===== src/rtl/gpio_pkg.sv =====
// Shared definitions for the general-purpose I/O port.
// Assumes a single-bit register select on the bus.
package gpio_pkg;
    typedef enum logic {
        REG_DATA = 1'b0,
        REG_DIR  = 1'b1
    } gpio_reg_e;
endpackage


===== src/rtl/gpio_sync.sv =====
// Two-flop synchronizer, one chain per pin.
// Assumes pad inputs are asynchronous to clk; reset clears both stages.
module gpio_sync #(
    parameter int WIDTH = 8
) (
    input  logic             clk,
    input  logic             rst_n,
    input  logic [WIDTH-1:0] async_in,
    output logic [WIDTH-1:0] sync_out
);
    logic [WIDTH-1:0] stage1_q;
    logic [WIDTH-1:0] stage2_q;

    // Purpose: move the pad levels into the clock domain over two stages.
    always_ff @(posedge clk) begin
        if (!rst_n) begin
            stage1_q <= '0;
            stage2_q <= '0;
        end else begin
            stage1_q <= async_in;
            stage2_q <= stage1_q;
        end
    end

    assign sync_out = stage2_q;
endmodule


===== src/rtl/gpio_regs.sv =====
// Direction register, output latch and registered read-back.
// Assumes PIN_W <= BUS_W. Bus bits at or above PIN_W are dropped on write
// and read as zero. The latch has no reset on purpose.
module gpio_regs
    import gpio_pkg::*;
#(
    parameter int BUS_W = 8,
    parameter int PIN_W = 8
) (
    input  logic             clk,
    input  logic             rst_n,
    input  logic             wr_en,
    input  logic             rd_en,
    input  gpio_reg_e        reg_sel,
    input  logic [BUS_W-1:0] wdata,
    input  logic [PIN_W-1:0] pin_sync,
    output logic [PIN_W-1:0] dir_q,
    output logic [PIN_W-1:0] latch_q,
    output logic [BUS_W-1:0] rdata
);
    logic [PIN_W-1:0] wr_bits;
    logic [PIN_W-1:0] data_view;
    logic [BUS_W-1:0] rd_next;

    assign wr_bits = wdata[PIN_W-1:0];

    // Purpose: direction bits, cleared by reset, loaded on a direction write.
    always_ff @(posedge clk) begin
        if (!rst_n)
            dir_q <= '0;
        else if (wr_en && reg_sel == REG_DIR)
            dir_q <= wr_bits;
    end

    // Purpose: output latch, unaffected by reset, loaded on a data write.
    always_ff @(posedge clk) begin
        if (wr_en && reg_sel == REG_DATA)
            latch_q <= wr_bits;
    end

    // Purpose: choose the per-bit read-back source for the data register.
    always_comb begin
        data_view = (dir_q & latch_q) | (~dir_q & pin_sync);
        rd_next   = (reg_sel == REG_DIR) ? BUS_W'(dir_q) : BUS_W'(data_view);
    end

    // Purpose: register read data on the read strobe and hold it otherwise.
    always_ff @(posedge clk) begin
        if (!rst_n)
            rdata <= '0;
        else if (rd_en)
            rdata <= rd_next;
    end

    assert_dir_reset_R1: assert property (@(posedge clk) disable iff (!rst_n)
        $rose(rst_n) |-> dir_q == '0);

    assert_dir_write_R3: assert property (@(posedge clk) disable iff (!rst_n)
        (wr_en && reg_sel == REG_DIR) |=> dir_q == $past(wdata[PIN_W-1:0]));

    assert_latch_hold_R4: assert property (@(posedge clk) disable iff (!rst_n)
        !wr_en |=> $stable(latch_q));

    assert_rdata_hold_R9: assert property (@(posedge clk) disable iff (!rst_n)
        !rd_en |=> $stable(rdata));

    assert_rdata_dir_R6: assert property (@(posedge clk) disable iff (!rst_n)
        (rd_en && reg_sel == REG_DIR && !wr_en) |=> rdata == BUS_W'($past(dir_q)));
endmodule


===== src/rtl/gpio_pinmux.sv =====
// Per-pin selection between port control and peripheral override.
// Assumes alt_en is held high for as long as the peripheral owns the pin.
module gpio_pinmux #(
    parameter int PIN_W = 8
) (
    input  logic             clk,
    input  logic             rst_n,
    input  logic [PIN_W-1:0] dir_q,
    input  logic [PIN_W-1:0] latch_q,
    input  logic [PIN_W-1:0] alt_en,
    input  logic [PIN_W-1:0] alt_out,
    input  logic [PIN_W-1:0] alt_oe,
    output logic [PIN_W-1:0] pad_out,
    output logic [PIN_W-1:0] pad_oe
);
    for (genvar i = 0; i < PIN_W; i++) begin : g_pin
        // Purpose: the peripheral owns the pin while its enable is high.
        assign pad_out[i] = alt_en[i] ? alt_out[i] : latch_q[i];
        assign pad_oe[i]  = alt_en[i] ? alt_oe[i]  : dir_q[i];
    end

    assert_oe_reset_R1: assert property (@(posedge clk) disable iff (!rst_n)
        ($rose(rst_n) && alt_en == '0) |-> pad_oe == '0);
endmodule


===== src/rtl/gpio_port.sv =====
// General-purpose I/O port top level: synchronizer, registers, pin mux.
// Assumes PIN_W between 1 and BUS_W; registers are accessed through a
// single-cycle write strobe and a read strobe with one cycle of latency.
module gpio_port
    import gpio_pkg::*;
#(
    parameter int BUS_W = 8,
    parameter int PIN_W = 8
) (
    input  logic             clk,
    input  logic             rst_n,
    input  logic             wr_en,
    input  logic             rd_en,
    input  logic             reg_sel,
    input  logic [BUS_W-1:0] wdata,
    output logic [BUS_W-1:0] rdata,
    input  logic [PIN_W-1:0] pad_in,
    output logic [PIN_W-1:0] pad_out,
    output logic [PIN_W-1:0] pad_oe,
    input  logic [PIN_W-1:0] alt_en,
    input  logic [PIN_W-1:0] alt_out,
    input  logic [PIN_W-1:0] alt_oe
);
    logic [PIN_W-1:0] pin_sync;
    logic [PIN_W-1:0] dir_q;
    logic [PIN_W-1:0] latch_q;
    gpio_reg_e        sel;

    assign sel = gpio_reg_e'(reg_sel);

    gpio_sync #(.WIDTH(PIN_W)) u_sync (
        .clk      (clk),
        .rst_n    (rst_n),
        .async_in (pad_in),
        .sync_out (pin_sync)
    );

    gpio_regs #(.BUS_W(BUS_W), .PIN_W(PIN_W)) u_regs (
        .clk      (clk),
        .rst_n    (rst_n),
        .wr_en    (wr_en),
        .rd_en    (rd_en),
        .reg_sel  (sel),
        .wdata    (wdata),
        .pin_sync (pin_sync),
        .dir_q    (dir_q),
        .latch_q  (latch_q),
        .rdata    (rdata)
    );

    gpio_pinmux #(.PIN_W(PIN_W)) u_mux (
        .clk     (clk),
        .rst_n   (rst_n),
        .dir_q   (dir_q),
        .latch_q (latch_q),
        .alt_en  (alt_en),
        .alt_out (alt_out),
        .alt_oe  (alt_oe),
        .pad_out (pad_out),
        .pad_oe  (pad_oe)
    );

    assert_oe_after_dir_write_R3: assert property (@(posedge clk) disable iff (!rst_n)
        (wr_en && reg_sel && alt_en == '0) |=>
            (alt_en != '0 || pad_oe == $past(wdata[PIN_W-1:0])));
endmodule


===== config.mk =====
export PLATFORM = sky130hd
export DESIGN_NAME = gpio_port
export DESIGN_NICKNAME = d
export VERILOG_FILES = /design/src/rtl/gpio_pkg.sv /design/src/rtl/gpio_sync.sv /design/src/rtl/gpio_regs.sv /design/src/rtl/gpio_pinmux.sv /design/src/rtl/gpio_port.sv
export SDC_FILE = /design/constraint.sdc
export NUM_CORES = 1
export LEC_CHECK = 0
export BUFFER_PORTS_ARGS = -buffer_cell sky130_fd_sc_hd__buf_2
export CORE_MARGIN = 8
export CORE_UTILIZATION = 23
export CTS_CLUSTER_SIZE = 10
export DETAILED_ROUTE_END_ITERATION = 10
export GPL_TIMING_DRIVEN = 0
export PLACE_DENSITY = 0.48
export SYNTH_ARGS = -nofsm -noshare
export SYNTH_HDL_FRONTEND = slang
export SYNTH_SLANG_ARGS = --single-unit

===== constraint.sdc =====
create_clock -name clk -period 2.47 [get_ports clk]
set_clock_uncertainty 0.2 [all_clocks]
set_input_delay 0.741 -clock clk [delete_from_list [all_inputs] [get_ports clk]]
set_output_delay 0.741 -clock clk [all_outputs]
set_load 0.05 [all_outputs]

==> run metrics <==
outcome=completed; worst-margin pin slew=851 ps; Finished Core Util=~31%; unrepaired setup endpoints after global routing=false; Die W=101 microns; switch share=28.3%; share of power burned in combinational logic=16.9%; Worst setup SP type=input port; Top cell by count, worst path=buf_2; # fillers=about 750; Achievable Freq=432 MHz; antenna violations before repair=0; Ports=69; CP top delay family=buffers and inverters; DR pass1 iterations=4; final net count=258; number of global-route vias before repair=1372; area grow syn2layout=33.6%; drt first-iter violations=27; register clock-pin slew on the reported worst setup and hold paths=approximately 70 ps; CP required=1530 ps; clk root buf=clkbuf_8; yosys synthesis warning count=0; crit path DAT=1370 ps; DRT antenna net count=0; Pleak=0.932 nW; CTS Buf Count=5; total grt overflow=0; part of the power in registers=between 40 and 50%; Post-CTS Hold Fix Bufs=0; Post-CTS Resized=0; full die area=a little over 10000 sq um; CTS sink cnt=40; Final Wtd Congestion=0.717; All-Layer GR Usage=8.86%; row count=31; FF-to-FF path depth=2; Mapped Cells=139; syn avg cell area=12.1 sq um; htree depth=2; syn nets=between 150 and 200; final setup vio count=0; minimum hold slack=235 ps; Tmin final=2310 ps; via/cell ratio=between 4 and 5; most frequent cells in the layout=buf_2 (69), dfxtp_1 (32), mux2_1 (16), and2_1 (16); PnR worst setup slack=around 160 ps; worst skew pair latency=300 ps; final WL=4.57 mm; antenna cell count=0; crit-path cells=buf_2, mux2_1, buf_2; count of buffer and inverter cells on the critical path=2; pin count of the biggest net entering global routing=14; global-route wire length before repair=6.93 mm; slew margin rel.=43.2%; sequential cell area fraction in the yosys report=52.4%; Routed wire per std cell=14.6 microns; Synth cell types=18; Worst Path Max Fanout=2; max-slew violation count=0; Finished Layout Cells=313; Max VDD drop=0.240 mV; Maximum Capacitance Violations=0; Final Cycle Share=~94%; core region area=7180 sq um; Max clock buf depth=2; min-delay worst type=reg -> reg; placed instance count=305; Crit path depth=3; commonest non-fill, non-tap cell in the layout=buf_2; CP Capture Type=output port; input/output buffers=67; hold-critical path depth=1; die height=around 100 microns; NetSw=412 uW; Worst path max stage delay=300 ps; critical path class=in -> out; vias=1319; Setup TNS Final=0 ps; Post-CTS Setup Repair Bufs=0; DRC viols=0; Pint=1.05 mW; TritonCTS clock tree=done; clock power share=around 34%; CP max stage cell=mux2_1; mapped cell area=1680 sq um; Power Density=between 600 and 700 nW/um^2; initial core utilization=23.4%; Detailed Place HPWL=3.45 mm; Hold Vio Cnt, Final=0; synthesized flop and latch total=40; share of layout cells above drive strength 1=42.1%; pre-CTS setup slack=-99.5 ps
logic make-up (layout without fill, tap and decap cells):
logic type | Yosys count | count (layout) | synth area share (%)
flops | 40 | 40 | 52.4
buf+inv | 10 | 85 | 4.91
mux | 16 | 16 | 10.7
simple gates | 41 | 41 | 18.2
compound gates | 32 | 32 | 13.7
power groups by stage:
stage	Combinational (mW)	Sequential [mW]	Clock [mW]
3_5_place_dp	0.250	0.730	0
5_1_grt	0.263	0.719	0.539
3_3_place_gp	0.247	0.730	0
6_report	0.247	0.714	0.497
4_1_cts	0.250	0.715	0.511
2_1_floorplan	0.153	0.737	0
final timing paths:
check	from	end	slack, ps
worst max-delay path	alt_en[6]	pad_out[6]	160
worst min-delay path	u_sync.stage1_q[6]	u_sync.sync_out[6]	230
worst max register to register	u_regs.latch_q[2]	u_regs.rdata[2]	1450
worst min register to register	u_sync.stage1_q[6]	u_sync.sync_out[6]	230
cell usage after synthesis:
| library cell | number | area, sq um |
|---|---|---|
| buf_6 | 3 | 33.8 |
| a21oi_1 | 8 | 40.0 |
| inv_1 | 1 | 3.75 |
| buf_2 | 2 | 10.0 |
| nand3_1 | 8 | 40.0 |
| nand2b_2 | 8 | 70.1 |
| a21bo_1 | 8 | 80.1 |
| o211ai_1 | 8 | 60.1 |
| buf_12 | 1 | 20.0 |
| a31oi_1 | 8 | 50.1 |
| dfxtp_1 | 32 | 641 |
| mux2_1 | 16 | 180 |
| edfxtp_1 | 8 | 240 |
| clkbuf_1 | 2 | 7.51 |
| buf_4 | 1 | 7.51 |
| nand4bb_1 | 8 | 90.1 |
| nor2b_1 | 1 | 6.26 |
| and2_1 | 16 | 100 |
per-layer routing:
layer,GRT usage [%],vias up,wire [microns]
met5,0,-,0
met2,13.9,47,2160
met1,11.0,614,2040
li1,-,652,-
met4,3.09,0,40
met3,3.09,6,327
registers in the layout, indices dropped and copies added, names as in the netlist:
name             flops
u_regs.latch_q       8
u_sync.stage1_q      8
u_sync.sync_out      8
u_regs.dir_q         8
u_regs.rdata         8
worst reg2reg max path, stage by stage (launching register included):
cell      delay (ps)
edfxtp_1         430
o211ai_1         180
a31oi_1          100
final cells by class:
| class | count | area, sq um | area share (%) |
|---|---|---|---|
| repair buffers | 67 | 335 | 14.9 |
| flip-flops and latches | 40 | 881 | 39.2 |
| plain buffers | 9 | 78.8 | 3.51 |
| inverters | 1 | 3.75 | 0.167 |
| clock inverters | 2 | 11.3 | 0.502 |
| multi-input cells | 89 | 717 | 31.9 |
| clock buffers | 6 | 93.8 | 4.18 |
| well taps | 99 | 124 | 5.52 |
stage by stage:
| stage | total power, mW | instance area [sq um] |
|---|---|---|
| 5_1_grt | 1.52 | 2240 |
| 3_3_place_gp | 0.977 | 2140 |
| 3_5_place_dp | 0.980 | 2140 |
| 2_1_floorplan | 0.891 | 1680 |
| 4_1_cts | 1.48 | 2240 |
| 6_report | 1.46 | 2240 |
Note: power is estimated with default switching activity, not from simulation.
